[config.mk]
export PLATFORM = sky130hd
export DESIGN_NAME = seg_xlate
export DESIGN_NICKNAME = d
export VERILOG_FILES = /design/src/rtl/seg_pkg.sv /design/src/rtl/seg_desc_unpack.sv /design/src/rtl/seg_load_check.sv /design/src/rtl/seg_addr_gen.sv /design/src/rtl/seg_xlate.sv
export SDC_FILE = /design/constraint.sdc
export NUM_CORES = 1
export LEC_CHECK = 0
export CAP_MARGIN = 0
export CORE_MARGIN = 2
export CORE_UTILIZATION = 55
export DETAILED_ROUTE_END_ITERATION = 12
export GPL_TIMING_DRIVEN = 0
export PLACE_DENSITY = 0.77
export SETUP_SLACK_MARGIN = 0.15
export SLEW_MARGIN = 20
export SYNTH_ARGS = -nofsm -noshare
export SYNTH_HDL_FRONTEND = slang
export SYNTH_SLANG_ARGS = --single-unit
export TNS_END_PERCENT = 1
[constraint.sdc]
create_clock -name clk_i -period 8.3 [get_ports clk_i]
set_clock_uncertainty 0.2 [all_clocks]
set_input_delay 2.49 -clock clk_i [delete_from_list [all_inputs] [get_ports clk_i]]
set_output_delay 2.49 -clock clk_i [all_outputs]
set_load 0.03 [all_outputs]
[src/rtl/seg_pkg.sv]
package seg_pkg;
  localparam int unsigned SEL_W    = 16;
  localparam int unsigned ADDR_W   = 32;
  localparam int unsigned DESC_W   = 64;
  localparam int unsigned RIGHTS_W = 12;
  localparam int unsigned SIZE_W   = 2;
  localparam int unsigned LIM_W    = 20;
  localparam int unsigned PAGE_SH  = 12;

  localparam int unsigned SEG_CS = 1;
  localparam int unsigned SEG_SS = 2;

  // rights bit positions
  localparam int unsigned RT_X = 3;
  localparam int unsigned RT_S = 4;
  localparam int unsigned RT_P = 7;
  localparam int unsigned RT_G = 11;

  localparam logic [ADDR_W-1:0]   REAL_LIM    = ADDR_W'(32'h0000_FFFF);
  localparam logic [RIGHTS_W-1:0] REAL_RIGHTS = 12'h092;

  typedef struct packed {
    logic [SEL_W-1:0]    sel;
    logic [ADDR_W-1:0]   base;
    logic [ADDR_W-1:0]   lim;
    logic [RIGHTS_W-1:0] rights;
  } seg_entry_t;

  function automatic seg_entry_t reset_entry();
    seg_entry_t e;
    e.sel    = '0;
    e.base   = '0;
    e.lim    = REAL_LIM;
    e.rights = REAL_RIGHTS;
    return e;
  endfunction
endpackage

[src/rtl/seg_desc_unpack.sv]
module seg_desc_unpack
  import seg_pkg::*;
(
  input  logic              prot_i,
  input  logic [SEL_W-1:0]  sel_i,
  input  logic [DESC_W-1:0] desc_i,
  output seg_entry_t        entry_o
);
  logic [LIM_W-1:0]    lim_raw;
  logic [ADDR_W-1:0]   pm_base;
  logic [ADDR_W-1:0]   pm_lim;
  logic [RIGHTS_W-1:0] pm_rights;

  assign lim_raw   = {desc_i[51:48], desc_i[15:0]};
  assign pm_base   = {desc_i[63:56], desc_i[39:16]};
  assign pm_rights = {desc_i[55:52], desc_i[47:40]};

  // limit expanded once at load time, not on every access
  assign pm_lim = pm_rights[RT_G] ? {lim_raw, {PAGE_SH{1'b1}}}
                                  : ADDR_W'(lim_raw);

  always_comb begin
    entry_o.sel = sel_i;
    if (prot_i) begin
      entry_o.base   = pm_base;
      entry_o.lim    = pm_lim;
      entry_o.rights = pm_rights;
    end else begin
      entry_o.base   = ADDR_W'({sel_i, 4'b0000});
      entry_o.lim    = REAL_LIM;
      entry_o.rights = REAL_RIGHTS;
    end
  end
endmodule

[src/rtl/seg_load_check.sv]
module seg_load_check
  import seg_pkg::*;
#(
  parameter int unsigned NUM_SEG = 6,
  parameter int unsigned IDX_W   = $clog2(NUM_SEG)
) (
  input  logic             prot_i,
  input  logic [IDX_W-1:0] seg_i,
  input  logic             exec_i,
  input  logic             code_data_i,
  input  logic             present_i,
  output logic             type_fault_o,
  output logic             np_fault_o
);
  logic bad_idx, bad_cs, bad_ss, bad_sys;

  assign bad_idx = int'(seg_i) >= NUM_SEG;
  assign bad_cs  = (seg_i == IDX_W'(SEG_CS)) && !exec_i;
  assign bad_ss  = (seg_i == IDX_W'(SEG_SS)) && exec_i;
  assign bad_sys = !code_data_i;

  assign type_fault_o = bad_idx || (prot_i && (bad_sys || bad_cs || bad_ss));
  assign np_fault_o   = prot_i && !type_fault_o && !present_i;
endmodule

[src/rtl/seg_addr_gen.sv]
module seg_addr_gen
  import seg_pkg::*;
(
  input  logic              prot_i,
  input  logic              seg_ok_i,
  input  logic [SEL_W-1:0]  sel_i,
  input  logic [ADDR_W-1:0] base_i,
  input  logic [ADDR_W-1:0] lim_i,
  input  logic [ADDR_W-1:0] off_i,
  input  logic [SIZE_W-1:0] size_i,
  output logic [ADDR_W-1:0] addr_o,
  output logic              fault_o
);
  logic [ADDR_W-1:0] base, lim;
  logic [ADDR_W:0]   last;

  // real mode path ignores the hidden cache
  always_comb begin
    if (prot_i) begin
      base = base_i;
      lim  = lim_i;
    end else begin
      base = ADDR_W'({sel_i, 4'b0000});
      lim  = REAL_LIM;
    end
  end

  assign last    = {1'b0, off_i} + (ADDR_W+1)'(size_i);
  assign fault_o = !seg_ok_i || (last > {1'b0, lim});
  assign addr_o  = base + off_i;
endmodule

[src/rtl/seg_xlate.sv]
module seg_xlate
  import seg_pkg::*;
#(
  parameter int unsigned NUM_SEG = 6,
  localparam int unsigned IDX_W  = $clog2(NUM_SEG)
) (
  input  logic                clk_i,
  input  logic                rst_ni,
  input  logic                prot_mode_i,
  input  logic                ld_valid_i,
  input  logic [IDX_W-1:0]    ld_seg_i,
  input  logic [SEL_W-1:0]    ld_sel_i,
  input  logic [DESC_W-1:0]   ld_desc_i,
  input  logic                acc_valid_i,
  input  logic [IDX_W-1:0]    acc_seg_i,
  input  logic [ADDR_W-1:0]   acc_off_i,
  input  logic [SIZE_W-1:0]   acc_size_i,
  output logic                ld_ok_o,
  output logic                ld_type_fault_o,
  output logic                ld_np_fault_o,
  output logic                acc_valid_o,
  output logic                lim_fault_o,
  output logic [ADDR_W-1:0]   lin_addr_o,
  output logic [SEL_W-1:0]    acc_sel_o,
  output logic [RIGHTS_W-1:0] acc_rights_o
);
  seg_entry_t new_entry;
  seg_entry_t cache [NUM_SEG];
  seg_entry_t acc_entry;
  logic       type_fault, np_fault, ld_accept;
  logic       acc_seg_ok, acc_fault;
  logic [ADDR_W-1:0] acc_addr;

  seg_desc_unpack u_unpack (
    .prot_i  (prot_mode_i),
    .sel_i   (ld_sel_i),
    .desc_i  (ld_desc_i),
    .entry_o (new_entry)
  );

  seg_load_check #(.NUM_SEG(NUM_SEG), .IDX_W(IDX_W)) u_check (
    .prot_i       (prot_mode_i),
    .seg_i        (ld_seg_i),
    .exec_i       (new_entry.rights[RT_X]),
    .code_data_i  (new_entry.rights[RT_S]),
    .present_i    (new_entry.rights[RT_P]),
    .type_fault_o (type_fault),
    .np_fault_o   (np_fault)
  );

  assign ld_accept = ld_valid_i && !type_fault && !np_fault;

  for (genvar g = 0; g < NUM_SEG; g++) begin : g_seg
    seg_entry_t entry_q;
    always_ff @(posedge clk_i or negedge rst_ni) begin
      if (!rst_ni)                                   entry_q <= reset_entry();
      else if (ld_accept && ld_seg_i == IDX_W'(g))   entry_q <= new_entry;
    end
    assign cache[g] = entry_q;
  end

  always_comb begin
    acc_entry  = reset_entry();
    acc_seg_ok = 1'b0;
    for (int i = 0; i < NUM_SEG; i++) begin
      if (acc_seg_i == IDX_W'(i)) begin
        acc_entry  = cache[i];
        acc_seg_ok = 1'b1;
      end
    end
  end

  seg_addr_gen u_addr (
    .prot_i   (prot_mode_i),
    .seg_ok_i (acc_seg_ok),
    .sel_i    (acc_entry.sel),
    .base_i   (acc_entry.base),
    .lim_i    (acc_entry.lim),
    .off_i    (acc_off_i),
    .size_i   (acc_size_i),
    .addr_o   (acc_addr),
    .fault_o  (acc_fault)
  );

  always_ff @(posedge clk_i or negedge rst_ni) begin
    if (!rst_ni) begin
      ld_ok_o         <= 1'b0;
      ld_type_fault_o <= 1'b0;
      ld_np_fault_o   <= 1'b0;
      acc_valid_o     <= 1'b0;
      lim_fault_o     <= 1'b0;
      lin_addr_o      <= '0;
      acc_sel_o       <= '0;
      acc_rights_o    <= '0;
    end else begin
      ld_ok_o         <= ld_accept;
      ld_type_fault_o <= ld_valid_i && type_fault;
      ld_np_fault_o   <= ld_valid_i && np_fault;
      acc_valid_o     <= acc_valid_i && !acc_fault;
      lim_fault_o     <= acc_valid_i && acc_fault;
      if (acc_valid_i) begin
        lin_addr_o   <= acc_addr;
        acc_sel_o    <= acc_entry.sel;
        acc_rights_o <= acc_entry.rights;
      end
    end
  end
endmodule

# == After elaboration in Yosys (flattened, before gate mapping) ==
# Index checks and enable logic that the tools add are counted.
# classes
order_cmp,2
reduce_logical,30
n_eq_ne,10
n_addsub,2
muxes,16
# op_table
operator,n
92-bit 2-to-1 mux,6
32-bit 2-to-1 mux,3
76-bit 2-to-1 mux,1
32-bit by 2-bit adder with 33-bit output,1
33-bit by 32-bit > comparator with 1-bit output,1
32-bit adder,1
1-bit logical AND,17
3-bit by 2-bit equality test with 1-bit output (second input constant),4
3-bit equality test (second input constant),4
1-bit logical NOT,7
3-bit by 1-bit equality test with 1-bit output (second input constant),2
3-bit logical NOT,2
1-bit 2-to-1 mux,6
1-bit logical OR,4
3-bit greater-or-equal comparator (second input constant),1
# totals
word_cells,92
input_bits,125
regBits,617

# == Longest topological paths before layout ==
# logic_depth
depth_word,14
depth_mapped,18
ltp_nobuf,17

# == Hierarchy ==
# From an unflattened synthesis, not the netlist that was laid out.
# unflattened
cells_unflattened,2475
hier_area_um2,32354.8
# by_module_without_submodules
mod,instances,cells_each,area_each_um2,seq_area_each_um2
seg_xlate,1,1857,27820.4,15582.4
seg_addr_gen,1,500,3618.5,0.0
seg_desc_unpack,1,111,863.3,0.0
seg_load_check,1,7,52.6,0.0

# == Worst setup path before layout ==
# OpenSTA, ideal clock, no wires.
# synth_timing
path_type,input-to-reg
from,input port acc_seg_i[1]
to,register lin_addr_o[31]
setup_slack_ps,1987
setup_time_ps,131
t_arrival_ps,5982
required_time_ps,7969
cell_stages,16
path_cell_list,buf_4 -> clkbuf_1 -> buf_1 -> mux2i_1 -> o21ai_0 -> a222oi_1 -> a21oi_1 -> ha_1 -> buf_2 -> and4_1 -> a31oi_1 -> a21oi_1 -> nand4_1 -> a211o_1 -> and3_1 -> or3b_1
# synth_via
elab_chain_len,9
# synth_rtl
item,line_no,source
start: declaration,seg_xlate.sv:15,"input logic [IDX_W-1:0] acc_seg_i,"
3-bit logical NOT,seg_xlate.sv:66,if (acc_seg_i == IDX_W'(i)) begin
92-bit 2-to-1 mux (5 in series),seg_xlate.sv:66,
92-bit 2-to-1 mux (*),seg_xlate.sv:66,
32-bit 2-to-1 mux (*),seg_addr_gen.sv:19,if (prot_i) begin
32-bit adder (*),seg_addr_gen.sv:30,assign addr_o = base + off_i;
end signal: assignment,seg_xlate.sv:102,lin_addr_o <= acc_addr;
end: declaration,seg_xlate.sv:23,"output logic [ADDR_W-1:0] lin_addr_o,"
# Every way passes the cells marked *; elsewhere a longest branch is shown, timed or not.
# A chain may end at the register's enable or synchronous reset.

# == Final worst setup path ==
# layout_timing
from,input port acc_seg_i[0]
to,register lin_addr_o[26]
# The elaborated chain is that of the path after synthesis.

==> metrics <==
Period minus WS final=approximately 7800 ps; Hold Vio Cnt, Final=0; share of layout cells above drive strength 1=11.56%; cell family with most CP delay=compound AO/OA/AOI/OAI gates; TritonCTS clock tree=yes; Synth Area in Adders=2.961%; Overflow after GRT=0; Sequential Area=approximately 16000 µm²; RSZ-0062 raised after global routing=false; Sink Count=617; CP max stage delay=720 ps; Yosys warnings=0; Core Region=51510 µm²; Total Nets Final=3403; sequential area share after synthesis=54.07%; clk root buf=clkbuf_16; total track usage=36.83%; syn avg cell area=9.747 µm²; Synth Area in Compound Gates=18.17%; fmax=roughly 130 MHz; Final ANT Viol Nets=0; Die H=232.9 µm; largest net degree at the start of global routing=106; drt initial violations=2951; FF+latch count, synth=just over 600; CP endpoint kind=flip-flop; placed instance count=between 3000 and 4000; Post-Synth Simple-Gate Area=~14%; diode count=0; post-CTS sizing=0; antenna violations before repair=1; Max VDD drop=0.1907 mV; Psw=~2600 µW; most common cell after layout, fill and taps aside=nand2_1; period utilization=~94%; Port Buf Inserts=between 150 and 200; max-cap viol count=0; number of H-tree levels=2; Gate Count Post-Synth=2957; fin util=approximately 65%; Skew-Pair Late Insertion Delay=approximately 660 ps; Reg power frac=47.4%; Final Max Tran Viols=0; drt wl/cell=25.08 µm; Worst Path Required=8580 ps; Top-Level Pins=190; top-area cell type share of the netlist area=43.67%; synthesis-to-layout area growth=16.86%; CP max-delay cell=clkdlybuf4s50_1; mux cell area share after synthesis=6.473%; Switching Fraction=a little under a third; CP max FO=10; Num CTS Buffers=60; Power Internal=slightly above 6000 µW; vias in the first global route=25286; CTS hold repair buffers=0; pin slew with the least headroom to its limit=1131 ps; clock buffer depth=3; Vias/cell=6.509; Setup violations, final=0; dominant synthesized flop cell=dfrtp_1; main combinational cell family by area after synthesis=compound AO/OA/AOI/OAI gates; Combinational Power Share=between 20% and 30%; Die Wd=232.9 µm; post-CTS setup buffers=0; Distinct cells, synth=64; Worst slew margin=24.63%; via count=25651; Design Area, Final=33680 µm²; outcome=finished, final reports clean; CP arrival=roughly 8100 ps; Setup TNS=0 ps; FILL cells=~4100; Routability Congestion=0.9505; first-pass GRT wire length=between 150 and 200 mm; reg-to-reg slack, setup=4050 ps; Final Non-Filler Cells=3941; die area=between 50000 and 60000 µm²; Post-DP HPWL=a little over 70 mm; FP Rows=83; Clk pin slew, worst setup/hold paths=60 ps; mapped cell area=just under 30000 µm²; net count after synthesis=3149; Clk pwr share=31.9%; Placed Area=31710 µm²; final WL=about 99 mm; drt pass-1 iters=7; crit path launch type=primary input; Critical Path, Cell by Cell=clkdlybuf4s50_1, buf_2, clkbuf_1, clkbuf_1, a22oi_1, o22a_1, a21oi_1, ha_1, a21oi_1, o21ai_0, a41o_1, o31a_1, a31oi_1, nor2_1, o311ai_0, o21ai_0; WP buf/inv=4; Yosys top cell by area=dfrtp_1; commonest cells after routing, fill and taps aside=671 x nand2_1, 503 x dfrtp_1, 443 x o21ai_0; Worst Hold Class=reg -> reg; critical path class=in -> reg; synth top area cells=dfrtp_1 44%, dfstp_2 10%, nand2_1 8.7%; Pwr Density=257.4 nW/µm²; Post-Synth XOR/XNOR Area=1.611%; LEAKAGE=0.01471 µW; initial core utilization=55.95%; multi-input gate area in the final layout=around 12000 µm²; asr flop ratio synth=100.0%; EDFF count, synth=0; DRC=0
## synthesized netlist by cell type (all sizes together) (3+ instances only)
| master | count |
|---|---|
| a22oi | 135 |
| nand3 | 35 |
| a22o | 9 |
| nand2b | 17 |
| and4 | 3 |
| o22ai | 54 |
| a211oi | 11 |
| xnor2 | 42 |
| and3 | 11 |
| or3 | 6 |
| a222oi | 7 |
| o21ai | 445 |
| o21bai | 3 |
| nor2b | 13 |
| nand3b | 3 |
| nand4 | 20 |
| clkbuf | 149 |
| nor2 | 141 |
| a21o | 23 |
| o21a | 5 |
| or2 | 4 |
| inv | 15 |
| o22a | 9 |
| a221oi | 14 |
| o2111ai | 3 |
| o211ai | 6 |
| mux2i | 39 |
| nor4 | 3 |
| dfstp | 114 |
| a311oi | 3 |
| dfrtp | 503 |
| nor3 | 30 |
| ha | 65 |
| o31ai | 5 |
| mux4 | 14 |
| mux2 | 103 |
| a41oi | 10 |
| buf | 53 |
| nand2 | 671 |
| a21oi | 107 |
| a31oi | 20 |
| and2 | 6 |
| xor2 | 11 |
## logic make-up (layout without fill, tap and decap cells)
| kind of cell | Yosys count | in the layout |
|---|---|---|
| and+or+nand+nor | 965 | 965 |
| AOI/OAI and AO/OA | 881 | 881 |
| DFF | 617 | 617 |
| buffers and inverters | 218 | 522 |
| muxes | 156 | 156 |
| adders and majority gates | 67 | 67 |
| xor gates and xnor gates | 53 | 53 |
## state kept, by name, summed over array words and instances, names as in the netlist
name	count
acc_sel_o	16
cache	552
ld_np_fault_o	1
lim_fault_o	1
ld_ok_o	1
acc_rights_o	12
acc_valid_o	1
lin_addr_o	32
ld_type_fault_o	1
## power by group through the flow
| stage | sequential (µW) | combinational, µW | clock, µW |
|---|---|---|---|
| 4_1_cts | 4090 | 1770 | 2760 |
| 6_report | 4110 | 1790 | 2770 |
| 2_1_floorplan | 4180 | 960 | 0 |
| 5_1_grt | 4170 | 1960 | 2900 |
| 3_3_place_gp | 4110 | 1670 | 0 |
| 3_5_place_dp | 4140 | 1750 | 0 |
## final timing paths
check,startpoint,cells after the start,endpoint
max,acc_seg_i[0],16,lin_addr_o[26]$_DFFE_PN0P_
min in group asynchronous,rst_ni,1,cache[192]$_DFFE_PN0P_
min,cache[549]$_DFFE_PN0P_,2,cache[549]$_DFFE_PN0P_
min reg2reg,cache[549]$_DFFE_PN0P_,2,cache[549]$_DFFE_PN0P_
max in group asynchronous,rst_ni,3,lin_addr_o[20]$_DFFE_PN0P_
max reg2reg,cache[421]$_DFFE_PN0P_,12,lin_addr_o[26]$_DFFE_PN0P_
## final cells by class
cell class / count / share of cell area (%)
Sequential cell: 617 / 46.26
Timing Repair Buffer: 192 / 6.033
Multi-Input combinational cell: 2122 / 36.71
Tap cell: 680 / 2.526
Buffer: 202 / 2.418
Inverter: 16 / 0.1783
Clock inverter: 13 / 0.4384
Clock buffer: 99 / 5.427
## worst min-delay path, stage by stage (launching register included)
cell and delay [ps]:
dfrtp_1 340, nand2_1 50, nand2_1 60
## routing by layer
metal | wire length [µm] | track usage (%) | part of all wire, %
met1 | 37640 | 49.32 | 38
met2 | 44030 | 55.73 | 45
met3 | 11370 | 9.179 | 12
met4 | 5811 | 19.07 | 5.9
met5 | 0 | 0 | 0
## per-stage QoR
step | total power, µW | hold WS, ps | setup WS [ps]
after floorplan | 5139 | 240.9 | 1987
after global placement | 5779 | 254.1 | -20980
after detailed placement | 5888 | 261.4 | 34.50
after CTS | 8616 | 277.8 | 681.4
after global routing | 9025 | 297.2 | 294.2
final | 8668 | 276.5 | 460.8
Power figures use the tool's default switching activity.
